$ cat config.mk
export PLATFORM = sky130hd
export DESIGN_NAME = txen_sequencer
export DESIGN_NICKNAME = d
export VERILOG_FILES = /design/src/rtl/txseq_pkg.sv /design/src/rtl/txseq_prescaler.sv /design/src/rtl/txseq_gap_counter.sv /design/src/rtl/txseq_req_gate.sv /design/src/rtl/txen_sequencer.sv
export SDC_FILE = /design/constraint.sdc
export NUM_CORES = 1
export LEC_CHECK = 0
export CORE_ASPECT_RATIO = 0.9
export CORE_MARGIN = 1
export CORE_UTILIZATION = 50
export DETAILED_ROUTE_END_ITERATION = 16
export GPL_TIMING_DRIVEN = 0
export PLACE_DENSITY = 0.72
export SYNTH_ARGS = -nofsm -noshare
export SYNTH_HDL_FRONTEND = slang
export SYNTH_HIERARCHICAL = 1
export SYNTH_SLANG_ARGS = --single-unit
$ cat constraint.sdc
create_clock -name clk_i -period 4.15 [get_ports clk_i]
set_input_delay 0.6225 -clock clk_i [delete_from_list [all_inputs] [get_ports clk_i]]
set_output_delay 0.6225 -clock clk_i [all_outputs]
set_load 0.02 [all_outputs]
$ cat src/rtl/txseq_pkg.sv
package txseq_pkg;

    typedef enum logic [2:0] {
        SEQ_IDLE     = 3'd0,
        SEQ_RISE_CMD = 3'd1,
        SEQ_RISE_PWR = 3'd2,
        SEQ_HOLD     = 3'd3,
        SEQ_DROP_MOD = 3'd4,
        SEQ_DROP_PWR = 3'd5
    } seq_state_e;

endpackage

$ cat src/rtl/txseq_prescaler.sv
module txseq_prescaler #(
    parameter int DIV_LO = 20,
    parameter int DIV_HI = 40
) (
    input  logic clk_i,
    input  logic rst_ni,
    input  logic clear_i,
    input  logic run_i,
    input  logic sel_i,
    output logic tick_o
);
    localparam int PW = $clog2(DIV_HI + 1);

    typedef struct packed {
        logic [PW-1:0] pre;
    } pre_state_t;

    pre_state_t    s_d, s_q;
    logic [PW-1:0] term;

    always_comb begin
        s_d    = s_q;
        term   = sel_i ? PW'(DIV_HI - 1) : PW'(DIV_LO - 1);
        tick_o = run_i && (s_q.pre == term);
        if (clear_i) begin
            s_d.pre = '0;
        end else if (run_i) begin
            s_d.pre = tick_o ? '0 : s_q.pre + PW'(1);
        end
    end

    always_ff @(posedge clk_i or negedge rst_ni) begin
        if (!rst_ni) begin
            s_q <= '0;
        end else begin
            s_q <= s_d;
        end
    end

    AST_PRE_BOUND: assert property (@(posedge clk_i) disable iff (!rst_ni)
        s_q.pre <= PW'(DIV_HI - 1));

    AST_PRE_RESTART: assert property (@(posedge clk_i) disable iff (!rst_ni)
        clear_i |=> (s_q.pre == '0));

endmodule

$ cat src/rtl/txseq_gap_counter.sv
module txseq_gap_counter #(
    parameter int GAP_W = 4
) (
    input  logic             clk_i,
    input  logic             rst_ni,
    input  logic             load_i,
    input  logic [GAP_W-1:0] load_val_i,
    input  logic             tick_i,
    output logic             zero_o
);
    typedef struct packed {
        logic [GAP_W-1:0] cnt;
    } gap_state_t;

    gap_state_t s_d, s_q;

    always_comb begin
        s_d = s_q;
        if (load_i) begin
            s_d.cnt = load_val_i;
        end else if (tick_i && (s_q.cnt != '0)) begin
            s_d.cnt = s_q.cnt - GAP_W'(1);
        end
        zero_o = (s_q.cnt == '0);
    end

    always_ff @(posedge clk_i or negedge rst_ni) begin
        if (!rst_ni) begin
            s_q <= '0;
        end else begin
            s_q <= s_d;
        end
    end

    AST_NO_UNDERFLOW: assert property (@(posedge clk_i) disable iff (!rst_ni)
        (tick_i && !load_i) |-> (s_q.cnt != '0));

    AST_LOAD_TAKEN: assert property (@(posedge clk_i) disable iff (!rst_ni)
        load_i |=> (s_q.cnt == $past(load_val_i)));

endmodule

$ cat src/rtl/txseq_req_gate.sv
module txseq_req_gate (
    input  logic clk_i,
    input  logic rst_ni,
    input  logic start_i,
    input  logic stop_i,
    input  logic cts_i,
    input  logic cts_gate_en_i,
    input  logic idle_i,
    input  logic rising_i,
    input  logic hold_i,
    input  logic falling_i,
    output logic go_o,
    output logic halt_o
);
    typedef struct packed {
        logic start_pend;
        logic stop_pend;
    } gate_state_t;

    gate_state_t s_d, s_q;
    logic        start_req;
    logic        stop_req;
    logic        cts_ok;

    always_comb begin
        s_d       = s_q;
        start_req = start_i || s_q.start_pend;
        stop_req  = stop_i || s_q.stop_pend;
        cts_ok    = !cts_gate_en_i || cts_i;
        go_o      = idle_i && start_req && cts_ok;
        halt_o    = hold_i && stop_req;

        if (go_o) begin
            s_d.start_pend = 1'b0;
        end else if (start_i && (idle_i || falling_i)) begin
            s_d.start_pend = 1'b1;
        end

        if (halt_o) begin
            s_d.stop_pend = 1'b0;
        end else if (stop_i && rising_i) begin
            s_d.stop_pend = 1'b1;
        end
    end

    always_ff @(posedge clk_i or negedge rst_ni) begin
        if (!rst_ni) begin
            s_q <= '0;
        end else begin
            s_q <= s_d;
        end
    end

    AST_START_CONSUMED: assert property (@(posedge clk_i) disable iff (!rst_ni)
        go_o |=> !s_q.start_pend);

    AST_STOP_CONSUMED: assert property (@(posedge clk_i) disable iff (!rst_ni)
        halt_o |=> !s_q.stop_pend);

    AST_STOP_NOT_IDLE: assert property (@(posedge clk_i) disable iff (!rst_ni)
        idle_i |-> !s_q.stop_pend);

endmodule

$ cat src/rtl/txen_sequencer.sv
module txen_sequencer
    import txseq_pkg::*;
#(
    parameter int GAP_W        = 4,
    parameter int UNIT_LO_CLKS = 20,
    parameter int UNIT_HI_CLKS = 40
) (
    input  logic             clk_i,
    input  logic             rst_ni,
    input  logic             start_i,
    input  logic             stop_i,
    input  logic             cts_i,
    input  logic             cts_gate_en_i,
    input  logic             slow_unit_i,
    input  logic [GAP_W-1:0] gap_t3t2_i,
    input  logic [GAP_W-1:0] gap_t2t1_i,
    output logic             stb_cmd_o,
    output logic             stb_pwr_o,
    output logic             stb_mod_o
);
    typedef struct packed {
        seq_state_e       st;
        logic             cmd;
        logic             pwr;
        logic             mod;
        logic             slow;
        logic [GAP_W-1:0] gap_b;
    } seq_reg_t;

    seq_reg_t         s_d, s_q;
    logic             go;
    logic             halt;
    logic             tick;
    logic             gap_zero;
    logic             gap_load;
    logic [GAP_W-1:0] gap_val;
    logic             gap_run;
    logic             in_idle;
    logic             in_rise;
    logic             in_hold;
    logic             in_fall;

    always_comb begin
        in_idle = (s_q.st == SEQ_IDLE);
        in_rise = (s_q.st == SEQ_RISE_CMD) || (s_q.st == SEQ_RISE_PWR);
        in_hold = (s_q.st == SEQ_HOLD);
        in_fall = (s_q.st == SEQ_DROP_MOD) || (s_q.st == SEQ_DROP_PWR);
    end

    txseq_req_gate u_gate (
        .clk_i         (clk_i),
        .rst_ni        (rst_ni),
        .start_i       (start_i),
        .stop_i        (stop_i),
        .cts_i         (cts_i),
        .cts_gate_en_i (cts_gate_en_i),
        .idle_i        (in_idle),
        .rising_i      (in_rise),
        .hold_i        (in_hold),
        .falling_i     (in_fall),
        .go_o          (go),
        .halt_o        (halt)
    );

    always_comb begin
        gap_load = halt || ((s_q.st == SEQ_DROP_MOD) && gap_zero);
        gap_val  = halt ? gap_t3t2_i : s_q.gap_b;
        gap_run  = in_fall && !gap_zero;
    end

    txseq_prescaler #(
        .DIV_LO (UNIT_LO_CLKS),
        .DIV_HI (UNIT_HI_CLKS)
    ) u_prescale (
        .clk_i   (clk_i),
        .rst_ni  (rst_ni),
        .clear_i (gap_load),
        .run_i   (gap_run),
        .sel_i   (s_q.slow),
        .tick_o  (tick)
    );

    txseq_gap_counter #(
        .GAP_W (GAP_W)
    ) u_gap (
        .clk_i      (clk_i),
        .rst_ni     (rst_ni),
        .load_i     (gap_load),
        .load_val_i (gap_val),
        .tick_i     (tick),
        .zero_o     (gap_zero)
    );

    always_comb begin
        s_d = s_q;
        case (s_q.st)
            SEQ_IDLE: begin
                if (go) begin
                    s_d.st  = SEQ_RISE_CMD;
                    s_d.cmd = 1'b1;
                end
            end
            SEQ_RISE_CMD: begin
                s_d.st  = SEQ_RISE_PWR;
                s_d.pwr = 1'b1;
            end
            SEQ_RISE_PWR: begin
                s_d.st  = SEQ_HOLD;
                s_d.mod = 1'b1;
            end
            SEQ_HOLD: begin
                if (halt) begin
                    s_d.st    = SEQ_DROP_MOD;
                    s_d.mod   = 1'b0;
                    s_d.slow  = slow_unit_i;
                    s_d.gap_b = gap_t2t1_i;
                end
            end
            SEQ_DROP_MOD: begin
                if (gap_zero) begin
                    s_d.st  = SEQ_DROP_PWR;
                    s_d.pwr = 1'b0;
                end
            end
            SEQ_DROP_PWR: begin
                if (gap_zero) begin
                    s_d.st  = SEQ_IDLE;
                    s_d.cmd = 1'b0;
                end
            end
            default: begin
                s_d.st  = SEQ_IDLE;
                s_d.cmd = 1'b0;
                s_d.pwr = 1'b0;
                s_d.mod = 1'b0;
            end
        endcase
    end

    always_ff @(posedge clk_i or negedge rst_ni) begin
        if (!rst_ni) begin
            s_q <= '{st: SEQ_IDLE, cmd: 1'b0, pwr: 1'b0, mod: 1'b0,
                     slow: 1'b0, gap_b: '0};
        end else begin
            s_q <= s_d;
        end
    end

    assign stb_cmd_o = s_q.cmd;
    assign stb_pwr_o = s_q.pwr;
    assign stb_mod_o = s_q.mod;

    AST_MOD_NEEDS_PWR: assert property (@(posedge clk_i) disable iff (!rst_ni)
        stb_mod_o |-> stb_pwr_o);

    AST_PWR_NEEDS_CMD: assert property (@(posedge clk_i) disable iff (!rst_ni)
        stb_pwr_o |-> stb_cmd_o);

    AST_PWR_RISE_ORDER: assert property (@(posedge clk_i) disable iff (!rst_ni)
        $rose(stb_pwr_o) |-> $past(stb_cmd_o));

    AST_CMD_FALL_ORDER: assert property (@(posedge clk_i) disable iff (!rst_ni)
        $fell(stb_cmd_o) |-> !$past(stb_pwr_o));

    AST_CTS_GATED: assert property (@(posedge clk_i) disable iff (!rst_ni)
        ($rose(stb_cmd_o) && $past(cts_gate_en_i)) |-> $past(cts_i));

endmodule

## Word-level counts from Yosys, hierarchy flattened

Cells that the tools add are included.

| word-level totals | value |
|---|---|
| register bits after elaboration | 23 |
| output and inout bits | 3 |
| logic and storage cells | 79 |
| bits of input ports | 15 |

| operators by class | value |
|---|---|
| reductions and logical operators | 33 |
| multiplexer cells | 21 |
| bitwise operators | 3 |
| add/subtract/negate cells | 2 |
| equality and inequality tests | 10 |

Operators by type and width:

| cell | number |
|---|---|
| 6-bit 2-to-1 mux | 5 |
| 4-bit 2-to-1 mux | 5 |
| 3-bit one-hot mux with 6 select lines | 1 |
| 4-bit OR reduction | 3 |
| 1-bit logical AND | 9 |
| 1-bit one-hot mux with 3 select lines | 3 |
| 2-bit inequality test, second input constant | 4 |
| 2-bit nonzero test | 4 |
| 1-bit logical OR | 7 |
| 6-bit by 1-bit adder with 6-bit output, second input constant | 1 |
| 3-bit by 2-bit == test with 1-bit output, second input constant | 2 |
| 3-bit == test, second input constant | 2 |
| 6-bit == test | 1 |
| 3-bit 2-to-1 mux | 2 |
| 2-bit AND reduction | 3 |
| 1-bit 2-to-1 mux | 5 |
| 4-bit logical NOT | 1 |
| 4-bit AND reduction | 1 |
| 4-bit nonzero test | 1 |
| 4-bit by 1-bit subtractor with 4-bit output, second input constant | 1 |
| 3-bit by 1-bit == test with 1-bit output, second input constant | 1 |
| 3-bit logical NOT | 1 |
| 1-bit inverter | 3 |
| 3-bit AND reduction | 1 |
| 1-bit logical NOT | 2 |

## Longest topological paths before layout

Gate-level depths: netlist of run 1.

| depth | value |
|---|---|
| depth in word-level cells | 7 |
| mapped depth | 10 |
| mapped depth without buffers | 9 |

## Hierarchy

The synthesis of run 1 kept the hierarchy.

Modules (own cells, without submodules):

| module | seq. area each (um^2) | times used | cells an instance | area each (um^2) |
|---|---|---|---|---|
| txen_sequencer | 275.3 | 1 | 55 | 609.3 |
| txseq_prescaler | 150.1 | 1 | 32 | 349.1 |
| txseq_gap_counter | 100.1 | 1 | 27 | 270.3 |
| txseq_req_gate | 50.0 | 1 | 10 | 111.4 |

## Worst setup path after synthesis of run 1

Ideal clock, no wire load.

| timing path | value |
|---|---|
| path kind | reg-to-reg |
| start | reg u_gap/s_q[0] (netlist name) |
| end | reg u_gap/s_q[1] (netlist name) |
| period minus slack after synthesis | 2401 ps |
| path buffers | 1 |
| cell stages (with the launch flop) | 11 |
| required time | 4070 ps |
| setup time | 80 ps |
| data arrival time | 2321 ps |
| setup slack | 1749 ps |
| cells stage by stage | dfrtp_1 -> inv_1 -> ha_1 -> nor3b_2 -> nor2_1 -> clkbuf_1 -> nand2_1 -> a211oi_4 -> inv_1 -> or4_1 -> o211ai_2 |

| between the ends | value |
|---|---|
| cells in the longest elaborated chain, start to end | 6 |
| elaborated cells on any way between the ends | 12 |
| classes of those cells | add/sub (1); mux (2); reduce/logical (9) |

RTL lines:

| element | RTL line | text |
|---|---|---|
| start: declaration | txseq_gap_counter.sv:15 | `gap_state_t s_d, s_q;` |
| start signal: assignment | txseq_gap_counter.sv:29 | `s_q <= '0;` |
| start signal: assignment | txseq_gap_counter.sv:31 | `s_q <= s_d;` |
| 4-bit logical NOT | txseq_gap_counter.sv:24 | `zero_o = (s_q.cnt == '0);` |
| named net gap_zero | txen_sequencer.sv:34 | `logic gap_zero;` |
| 1-bit logical NOT | txen_sequencer.sv:68 | `gap_run = in_fall && !gap_zero;` |
| 1-bit logical AND | txen_sequencer.sv:68 |  |
| named net gap_run | txen_sequencer.sv:37 | `logic gap_run;` |
| 1-bit logical AND | txseq_prescaler.sv:24 | `tick_o = run_i && (s_q.pre == term);` |
| named net tick | txen_sequencer.sv:33 | `logic tick;` |
| 1-bit logical AND | txseq_gap_counter.sv:21 | `end else if (tick_i && (s_q.cnt != '0)) begin` |
| 2-bit nonzero test (no source line) | - |  |

The timed path passes the listed nets, and every way through them passes these cells. The select of a mux whose other input is x is not followed.
A chain may end at the register's enable or synchronous reset.

## Worst setup path in the final report of run 1

| timing path | value |
|---|---|
| start | reg u_gap/s_q[0] (netlist name) |
| end | reg u_gap/s_q[3] (netlist name) |

The elaborated chain is that of the path after synthesis.

==> flow_summary.json, run 1 <==
{
  "status": "completed",
  "static-leakage-power_nw": 0.7019,
  "detail_route.iter0.violations": 23,
  "synth_most_common_cell": "dfrtp_1",
  "post-synth-top-area-cell": "dfrtp_1",
  "maximum_clock_frequency_ghz": 0.3560,
  "dp_hpwl_mm": 1.904,
  "clock_period_minus_final_worst_setup_slack_ns": 2.809,
  "grt_pass1_wl_mm": 4.802,
  "hold_path_depth": 2,
  "p_comb_frac": 0.506,
  "number_of_hold_violations_in_the_final_report": 0,
  "synthDominantCellAreaShare": 0.4295,
  "syn_std_cell_area_sq_mm": 0.001340,
  "final_antenna_net_count": 0,
  "synthesis.instances": 124,
  "area_occupied_by_multi_input_gates_sq_um": 673.1,
  "number_of_diodes": 0,
  "clock_tree_from_tritoncts": "built",
  "postSynthRegisterBits": 23,
  "setup_bufs_post_cts": 0,
  "yosysSeqAreaShare": 0.4295,
  "number_of_antenna_violations_at_the_first_check_in_global_routing": 0,
  "synth-edff-count": 0,
  "cts.sink_count": 23,
  "cts_made_buffers": 3,
  "cts.htree.levels": 1,
  "tightest_slew_ns": 1.036,
  "grt_setup_unrepaired": "false",
  "n_fill_cell": 205,
  "drt-pass1-iter-count": 4,
  "grt_start_max_net_pins": 24,
  "port-buffer-count": 17,
  "cts_hold_buffers": 0,
  "wire_per_inst_um": 15.13,
  "maximum_clock_skew_at_final_layout_ns": 0.01342,
  "postSynthAreaPerCell_sq_um": 10.81,
  "area.sequential_sq_um": 575.6,
  "max_slew_margin": 0.3073,
  "met3_usage": 0.05316,
  "holdWs_ns": 0.5226,
  "drc_errors": 0,
  "timing.final.max_slew_violations": 0,
  "setup_violations": 0,
  "cts_root_buf": "clkbuf_4",
  "postSynthNetCount": 141,
  "reg2reg_slack_ns": 1.34,
  "power.clock.fraction": 0.110,
  "ir_worst_vdd_mv": 0.4147,
  "layer_with_the_highest_usage_after_global_routing": "met2",
  "dpl.cell_count": 169,
  "core-area_sq_mm": 0.002489,
  "syn2layout_area_growth_pct": 17.37,
  "groute.usage.overall": 0.2170,
  "fraction_of_synthesis_flops_using_an_asynchronous_set_or_reset_pin": 1.000,
  "place_congestion": 0.7678,
  "power_switching_mw": 0.3543,
  "floorplan.initialDensity": 0.5385,
  "routed-via-count": 996,
  "design_power_total_mw": 0.9448,
  "grt-ovfl-total": 0,
  "clock_pin_slew_of_the_registers_on_the_worst_case_setup_and_hold_paths_ns": 0.14,
  "maximum_count_of_clock_buffers_along_a_single_path": 2,
  "ios": 18,
  "count_of_different_cell_masters_after_synthesis": 50,
  "power_frac_seq": 0.383,
  "worstPathArrival_ns": 3.01,
  "holdCritPathClass": "register to register",
  "met2_usage": 0.3745,
  "rows": 17,
  "cp_max_fo": 9,
  "timing.max_cap.violations": 0,
  "cell_internal_pwr_mw": 0.5905,
  "worst-r2r-cell-count": 10,
  "min_period_over_period": 0.6768,
  "clkLatencyLatePin_ns": 0.31,
  "layout-drive-gt1-share": 0.2069,
  "ctsResizeCount": 0,
  "die_outline_area_sq_mm": 0.002891,
  "layoutNonFillerInstCount": 173,
  "power.density_cell_area_mw_per_mm2": 600.7,
  "synth_commonest_cells": "23 x dfrtp_1, 9 x inv_1, 8 x nand2_1, 7 x nor2_1, 7 x nor3_1",
  "switching_share": 0.3750,
  "synth.area.top_cells": "dfrtp_1 43%, mux2_4 5.6%, mux2_2 3.4%",
  "crit_path_start_kind": "register",
  "routed_via_density": 5.757,
  "synth.yosys.warnings": 6,
  "setup.worst_path.end_class": "register",
  "timing.setup.tns_ns": 0,
  "number_of_global_route_vias_before_repair": 1071,
  "timing_worst_setup_path_type": "register to register",
  "critical_path_required_ns": 4.35,
  "finalNetCount": 163,
  "gr-usage-met1": 0.2694,
  "predominant_post_synthesis_flop_cell": "dfrtp_1",
  "die_height_um": 51.11,
  "detail_route.wirelength_mm": 2.617,
  "die_width_um": 56.57
}
[layout by cell type, fill, tap and decap left out, drive strengths merged, types with 3 or more instances in the layout]
| cell type | n |
|---|---|
| a21oi | 4 |
| buf | 6 |
| clkbuf | 4 |
| clkdlybuf4s50 | 17 |
| dfrtp | 23 |
| inv | 9 |
| mux2 | 9 |
| nand2 | 9 |
| nor2 | 7 |
| nor3 | 7 |
| o21ai | 8 |
| xor2 | 3 |
[worst paths after layout]
path / startpoint / to
min in group asynchronous: rst_ni / stb_cmd_o$_DFFE_PN0P_
max in group asynchronous: rst_ni / u_prescale/s_q[3]$_DFFE_PN0P_
worst max register to register: u_gap/s_q[0]$_DFFE_PN0P_ / u_gap/s_q[3]$_DFFE_PN0P_
worst max-delay path: u_gap/s_q[0]$_DFFE_PN0P_ / u_gap/s_q[3]$_DFFE_PN0P_
worst min-delay path: u_gate/s_q[0]$_DFFE_PN0P_ / u_gate/s_q[0]$_DFFE_PN0P_
worst min register to register: u_gate/s_q[0]$_DFFE_PN0P_ / u_gate/s_q[0]$_DFFE_PN0P_
[stage by stage]
stage | cell area (sq um) | worst slack [ns] | utilization
floorplan | 1340 | 1.749 | -
global placement | 1545 | 1.501 | 0.6209
detailed placement | 1545 | 1.400 | 0.6209
CTS | 1573 | 1.359 | 0.6320
global route | 1573 | 1.079 | 0.6320
finish | 1573 | 1.341 | 0.6320
[registers in the layout, indices dropped and copies added (netlist names)]
signal	count
u_gap/s_q	4
stb_cmd_o	1
u_gate/s_q	2
s_q	8
u_prescale/s_q	6
stb_pwr_o	1
stb_mod_o	1
[final cells by class]
| type | instances | area share |
|---|---|---|
| inverters | 9 | 0.02148 |
| clock buffers | 3 | 0.01432 |
| repair buffers | 17 | 0.1082 |
| multi-input cells | 85 | 0.4280 |
| plain buffers | 7 | 0.03660 |
| flip-flops and latches | 23 | 0.3660 |
| well taps | 28 | 0.02228 |
| clock inverters | 1 | 0.003182 |
[critical path: stages, from the launching register on]
cell      delay [ns]
dfrtp_1         0.43
inv_1           0.06
ha_1            0.24
nor3b_2         0.22
nor2_1          0.11
clkbuf_1        0.27
nand2_1         0.19
a211oi_4        0.46
nor4b_2         0.35
nor3b_1         0.10
a221o_1         0.27
[per-layer routing]
layer	part of all wire	vias to the layer above
met5	0	-
met4	0.0065	0
met3	0.033	2
met2	0.49	15
met1	0.47	491
li1	-	488
[cells by family (layout without fill, tap and decap cells)]
group	after synthesis	count (layout)	synth area share
compound gates	29	29	0.1709
simple gates	40	40	0.1895
mux	10	10	0.09710
fa+ha+maj	2	2	0.01867
flops	23	23	0.4295
xor+xnor	4	4	0.02615
buf+inv	16	37	0.06815
[power groups by stage]
stage | logic, mW | registers [mW] | clock network [mW]
2_1_floorplan | 0.357 | 0.367 | 0
3_3_place_gp | 0.463 | 0.360 | 0
3_5_place_dp | 0.479 | 0.366 | 0
4_1_cts | 0.480 | 0.361 | 0.110
5_1_grt | 0.533 | 0.373 | 0.119
6_report | 0.478 | 0.362 | 0.104
No activity file was read; power rests on OpenSTA's default activity.
==> inputs of run 2 (changes only) <==
CORE_UTILIZATION = 48   (was 50)
clock period = 2.5 ns   (was 4.15 ns; I/O delays follow)
==> run 2 against run 1 <==
  * Final area is 5.0% higher
  * Worst hold slack lost 0.015 ns
  * Register-to-register slack got worse by 1.2 ns
  * Sequential cell count stayed put
  * Worst setup slack worse by 1.2 ns
  * Clock power grew 64%
  * Global-route usage fell by 2.4 points
  * Fmax rose by 19%
  * Via count up 2.7%
  * Clock-buffer cell count increased by 1
  * Power increased by 74%
==> flow_summary.json, run 2 (synthesized netlist as in run 1, its figures left out) <==
{
  "layout-drive-gt1-share": 0.2632,
  "drt-pass1-iter-count": 4,
  "cp_max_fo": 10,
  "status": "completed",
  "number_of_global_route_vias_before_repair": 972,
  "detail_route.wirelength_mm": 2.579,
  "grt_start_max_net_pins": 24,
  "cts.htree.levels": 1,
  "rows": 17,
  "min_period_over_period": 0.9426,
  "detail_route.iter0.violations": 40,
  "most_frequent_cp_cell": "nand2_1",
  "core-area_sq_mm": 0.002552,
  "clkLatencyLatePin_ns": 0.31,
  "setup.worst_path.end_class": "register",
  "number_of_diodes": 0,
  "grt_pass1_wl_mm": 4.298,
  "number_of_antenna_violations_at_the_first_check_in_global_routing": 0,
  "final_antenna_net_count": 0,
  "die_outline_area_sq_mm": 0.003007,
  "timing.critical_path.slowest_stage_cell": "dfrtp_2",
  "holdWs_ns": 0.5081,
  "timing.rr.start": "u_gap/s_q[0]$_DFFE_PN0P_",
  "die_width_um": 57.70,
  "cts_hold_buffers": 0,
  "crit-reg2reg-capture": "u_prescale/s_q[5]$_DFFE_PN0P_",
  "cts_made_buffers": 3,
  "clock_tree_from_tritoncts": "built",
  "tightest_slew_ns": 1.022,
  "die_height_um": 52.13,
  "clock_pin_slew_of_the_registers_on_the_worst_case_setup_and_hold_paths_ns": 0.12,
  "final_core_utilization": 0.6471,
  "timing.max_cap.violations": 0,
  "ios": 18,
  "number_of_hold_violations_in_the_final_report": 0,
  "maximum_clock_frequency_ghz": 0.4244,
  "largest_register_ff_count": 8,
  "timing.critical_path.slowest_cell_delay_ns": 0.43,
  "floorplan.initialDensity": 0.5250,
  "n_fill_cell": 189,
  "cts_root_buf": "clkbuf_4",
  "final_cell_mix": "22 x dfrtp_1, 17 x clkdlybuf4s50_1, 10 x buf_4",
  "mostFrequentLayoutCell": "dfrtp_1",
  "area.sequential_sq_um": 576.8,
  "grt-ovfl-total": 0,
  "routed-via-count": 1023,
  "area_occupied_by_multi_input_gates_sq_um": 695.7,
  "power.density_cell_area_mw_per_mm2": 993.3,
  "holdCritPathClass": "register to register",
  "worstPathArrival_ns": 2.58,
  "hold_path_depth": 2,
  "static-leakage-power_nw": 0.7440,
  "finalNetCount": 170,
  "timing_worst_setup_path_type": "register to register",
  "place_congestion": 0.7394,
  "routed_via_density": 5.683,
  "clock_period_minus_final_worst_setup_slack_ns": 2.356,
  "max_slew_margin": 0.3167,
  "worst_path_cell_chain": "inv_1 > ha_1 > nor3b_4 > nor2b_4 > nand2_1 > nand2_1 > buf_4 > o211ai_1 > or3_1 > a211oi_1",
  "placed_cell_area_sq_mm": 0.001545,
  "ir_worst_vdd_mv": 0.5651,
  "worst-r2r-cell-count": 10,
  "timing.setup.tns_ns": 0,
  "groute.usage.overall": 0.1925,
  "register_with_the_highest_flop_count": "s_q",
  "maximum_count_of_clock_buffers_along_a_single_path": 2,
  "maximum_clock_skew_at_final_layout_ns": 0.002232,
  "reg.largest.list": "s_q: 8 flops, u_prescale/s_q: 6 flops, u_gap/s_q: 4 flops",
  "design_area_sq_mm": 0.001652,
  "timing.final.max_slew_violations": 0,
  "drc_errors": 0,
  "worst_hold_startpoint": "u_gate/s_q[0]$_DFFE_PN0P_",
  "setup_violations": 0,
  "reg2reg_slack_ns": 0.14,
  "cts.sink_count": 23,
  "crit_path_start_kind": "register",
  "design_power_total_mw": 1.641,
  "syn2layout_area_growth_pct": 23.25,
  "critical_path_required_ns": 2.73,
  "wire_per_inst_um": 14.33,
  "dp_hpwl_mm": 1.761,
  "end_point_of_the_most_critical_hold_path": "u_gate/s_q[0]$_DFFE_PN0P_",
  "port-buffer-count": 17
}
[run 2: report_power, final]
group	total [mW]	internal, mW	switching (mW)
Clock	0.171	0.0623	0.108
Sequential	0.607	0.507	0.0999
Combinational	0.863	0.456	0.406
[run 2: metal layers]
layer  vias to the layer above  GRT usage  part of all wire
li1                        500          -                 -
met1                       495     0.2444              0.46
met2                        24     0.3314              0.47
met3                         4    0.04726             0.056
met4                         0    0.04762             0.011
met5                         -          0                 0
[run 2: worst max path at each step]
| stage | start | end | slack [ns] | cells past startpoint |
|---|---|---|---|---|
| floorplan | u_gap/s_q[0]$_DFFE_PN0P_ | u_gap/s_q[1]$_DFFE_PN0P_ | 0.1 | 10 |
| global route | u_gap/s_q[0]$_DFFE_PN0P_ | u_prescale/s_q[5]$_DFFE_PN0P_ | -0.02 | 10 |
| detailed placement | u_gap/s_q[0]$_DFFE_PN0P_ | u_gap/s_q[1]$_DFFE_PN0P_ | -0.20 | 10 |
| CTS | u_gap/s_q[0]$_DFFE_PN0P_ | u_prescale/s_q[5]$_DFFE_PN0P_ | 0.01 | 10 |
| global placement | u_gap/s_q[0]$_DFFE_PN0P_ | u_gap/s_q[1]$_DFFE_PN0P_ | -0.15 | 10 |
| finish | u_gap/s_q[0]$_DFFE_PN0P_ | u_prescale/s_q[5]$_DFFE_PN0P_ | 0.14 | 10 |
[run 2: final cells by class]
class | count | area share
plain buffers | 7 | 0.03712
clock buffers | 4 | 0.01591
inverters | 9 | 0.02045
multi-input cells | 85 | 0.4212
flip-flops and latches | 23 | 0.3492
well taps | 28 | 0.02121
repair buffers | 24 | 0.1348
[run 2: what timing repair did]
action | CTS | global route
gates cloned | 0 | 0
endpoints found under the setup margin | 4 | 3
pin swaps | 1 | 1
gates resized for setup | 2 | 7
setup buffers | 2 | 5
[run 2: critical path, delay by kind of cell (launching register included)]
family | cells | cell delay, ns
and+or+nand+nor | 5 | 1.03
DFF | 1 | 0.43
adders and majority gates | 1 | 0.22
AOI/OAI and AO/OA | 2 | 0.35
buffers and inverters | 2 | 0.26
[run 2: stage by stage]
| step | setup slack [ns] | instances |
|---|---|---|
| finish | 0.1435 | 180 |
| global route | -0.01592 | 180 |
| CTS | 0.01204 | 175 |
| detailed placement | -0.2048 | 169 |
| global placement | -0.1483 | 169 |
| floorplan | 0.09921 | 124 |
==> inputs of run 3 (changes only) <==
CTS_BUF_LIST = sky130_fd_sc_hd__clkbuf_8 sky130_fd_sc_hd__clkbuf_16   (was unset)
==> run 3 against run 2 <==
  * Critical path depth is the same
  * Global-route usage shrank 0.32 points
  * Sequential cell count unchanged
  * Worst hold slack got worse by 0.0092 ns
  * Largest power group unchanged
  * Power rose by 3.6%
  * Final area up 1.3%
  * Via count is 3.2% higher
==> flow_summary.json, run 3 (synthesized netlist as in run 1, its figures left out) <==
{
  "wire_per_inst_um": 14.46,
  "critical_path_required_ns": 2.67,
  "mostFrequentLayoutCell": "dfrtp_1",
  "cp_max_fo": 10,
  "timing.final.max_slew_violations": 0,
  "setup.worst_path.end": "u_prescale/s_q[5]$_DFFE_PN0P_",
  "setup.worst_path.start": "u_gap/s_q[0]$_DFFE_PN0P_",
  "die_width_um": 57.70,
  "maximum_clock_frequency_ghz": 0.4272,
  "dpl.cell_count": 169,
  "timing.setup.tns_ns": 0,
  "core-area_sq_mm": 0.002552,
  "timing.critical_path.slowest_stage_cell": "dfrtp_2",
  "design_area_sq_mm": 0.001673,
  "clkLatencyLatePin_ns": 0.26,
  "highest_layer": "met4",
  "grt_setup_unrepaired": "false",
  "grt-ovfl-total": 0,
  "timing.rr.start": "u_gap/s_q[0]$_DFFE_PN0P_",
  "ios": 18,
  "maximum_clock_skew_at_final_layout_ns": 0.001157,
  "worst_path_cell_chain": "inv_1 > ha_1 > nor3b_4 > nor2b_2 > nand2_1 > nand2_1 > buf_4 > o211ai_1 > or3_1 > a211oi_1",
  "number_of_global_route_vias_before_repair": 978,
  "ir_worst_vdd_mv": 0.5544,
  "port-buffer-count": 17,
  "layoutNonFillerInstCount": 181,
  "status": "completed",
  "cts_root_buf": "clkbuf_8",
  "power.clock.fraction": 0.129,
  "static-leakage-power_nw": 0.7600,
  "final_cell_mix": "22 x dfrtp_1, 17 x clkdlybuf4s50_1, 11 x buf_4",
  "routed_via_density": 5.834,
  "detailroute.wirelength.met3_um": 138,
  "clock_pin_slew_of_the_registers_on_the_worst_case_setup_and_hold_paths_ns": 0.08,
  "tightest_slew_ns": 1.049,
  "max_slew_margin": 0.2981,
  "maximum_count_of_clock_buffers_along_a_single_path": 2,
  "cts_made_buffers": 3,
  "met1Wirelength_mm": 1.206,
  "power.density_cell_area_mw_per_mm2": 1016,
  "cts.sink_count": 23,
  "placed_cell_area_sq_mm": 0.001545,
  "holdCritPathClass": "register to register",
  "cts_hold_buffers": 0,
  "worst-r2r-cell-count": 10,
  "worstPathArrival_ns": 2.51,
  "design_power_total_mw": 1.699,
  "reg.largest.list": "s_q: 8 flops, u_prescale/s_q: 6 flops, u_gap/s_q: 4 flops",
  "number_of_antenna_violations_at_the_first_check_in_global_routing": 0,
  "largest_register_ff_count": 8,
  "cts.htree.levels": 1,
  "floorplan.initialDensity": 0.5250,
  "clock_tree_from_tritoncts": "built",
  "setup.worst_path.end_class": "register",
  "power_switching_mw": 0.6196,
  "drt-pass1-iter-count": 4,
  "die_outline_area_sq_mm": 0.003007,
  "grt_start_max_net_pins": 24,
  "syn2layout_area_growth_pct": 24.84,
  "routed-via-count": 1056,
  "timing.critical_path.slowest_cell_delay_ns": 0.41,
  "cell_internal_pwr_mw": 1.079,
  "register_with_the_highest_flop_count": "s_q",
  "die_height_um": 52.13,
  "wl_met2_mm": 1.261,
  "dp_hpwl_mm": 1.761,
  "timing.max_cap.violations": 0,
  "n_fill_cell": 186,
  "layout-drive-gt1-share": 0.2680,
  "detail_route.iter0.violations": 41,
  "rows": 17,
  "detail_route.wirelength_mm": 2.618,
  "min_period_over_period": 0.9363,
  "finalNetCount": 171,
  "most_frequent_cp_cell": "nand2_1",
  "final_antenna_net_count": 0,
  "number_of_hold_violations_in_the_final_report": 0,
  "reg2reg_slack_ns": 0.16,
  "crit-reg2reg-capture": "u_prescale/s_q[5]$_DFFE_PN0P_",
  "drc_errors": 0,
  "timing_worst_setup_path_type": "register to register",
  "switching_share": 0.3647,
  "place_congestion": 0.7394,
  "number_of_diodes": 0,
  "clock_period_minus_final_worst_setup_slack_ns": 2.341,
  "grt_pass1_wl_mm": 4.278,
  "crit_path_start_kind": "register",
  "groute.usage.overall": 0.1893,
  "holdWs_ns": 0.4989,
  "setup_violations": 0,
  "power_frac_seq": 0.358,
  "p_comb_frac": 0.513
}
==> run 3: per-stage QoR <==
| stage | util | setup WS, ns |
|---|---|---|
| after floorplan | - | 0.09921 |
| after global placement | 0.6054 | -0.1483 |
| after detailed placement | 0.6054 | -0.2048 |
| after CTS | 0.6319 | 0.02351 |
| after global routing | 0.6554 | 0.008946 |
| final | 0.6554 | 0.1592 |
==> run 3: critical path, delay by kind of cell, from the launching register on <==
family	cells	cell delay, ns
AOI/OAI and AO/OA	2	0.34
buffers and inverters	2	0.26
DFF	1	0.41
adders and majority gates	1	0.22
and+or+nand+nor	5	1.02
==> run 3: what timing repair did <==
action,4_1_cts,5_1_grt
pin swaps,1,1
gates resized for setup,2,6
setup buffers,2,6
cloned,0,0
endpoints found under the setup margin,4,3
==> run 3: metal layers <==
metal,vias up,global-route usage
li1,502,-
met1,524,0.2365
met2,28,0.3411
met3,2,0.04726
met4,0,0.02381
met5,-,0
==> run 3: layout make-up <==
class	count	area [sq um]	area share
Multi-Input combinational cell	85	690.7	0.4129
Buffer	7	61.31	0.03665
Clock inverter	1	3.754	0.002244
Sequential cell	23	576.8	0.3448
Timing Repair Buffer	25	230.2	0.1376
Tap cell	28	35.03	0.02094
Clock buffer	3	41.29	0.02468
Inverter	9	33.78	0.02019
==> run 3: worst min path at each step <==
stage	cells past startpoint	slack, ns	start	to
finish	2	0.50	u_gate/s_q[0]$_DFFE_PN0P_	u_gate/s_q[0]$_DFFE_PN0P_
global placement	2	0.48	u_gate/s_q[0]$_DFFE_PN0P_	u_gate/s_q[0]$_DFFE_PN0P_
CTS	2	0.50	u_gate/s_q[0]$_DFFE_PN0P_	u_gate/s_q[0]$_DFFE_PN0P_
floorplan	0	0.08	rst_ni	s_q[0]$_DFFE_PN0P_
global route	2	0.54	u_gate/s_q[0]$_DFFE_PN0P_	u_gate/s_q[0]$_DFFE_PN0P_
detailed placement	2	0.49	u_gate/s_q[0]$_DFFE_PN0P_	u_gate/s_q[0]$_DFFE_PN0P_
==> run 3: power by group through the flow <==
stage / Clock, mW / Sequential [mW] / Combinational, mW
floorplan: 0 / 0.610 / 0.593
global placement: 0 / 0.599 / 0.766
detailed placement: 0 / 0.610 / 0.785
CTS: 0.227 / 0.608 / 0.801
global route: 0.242 / 0.625 / 0.949
finish: 0.220 / 0.608 / 0.871
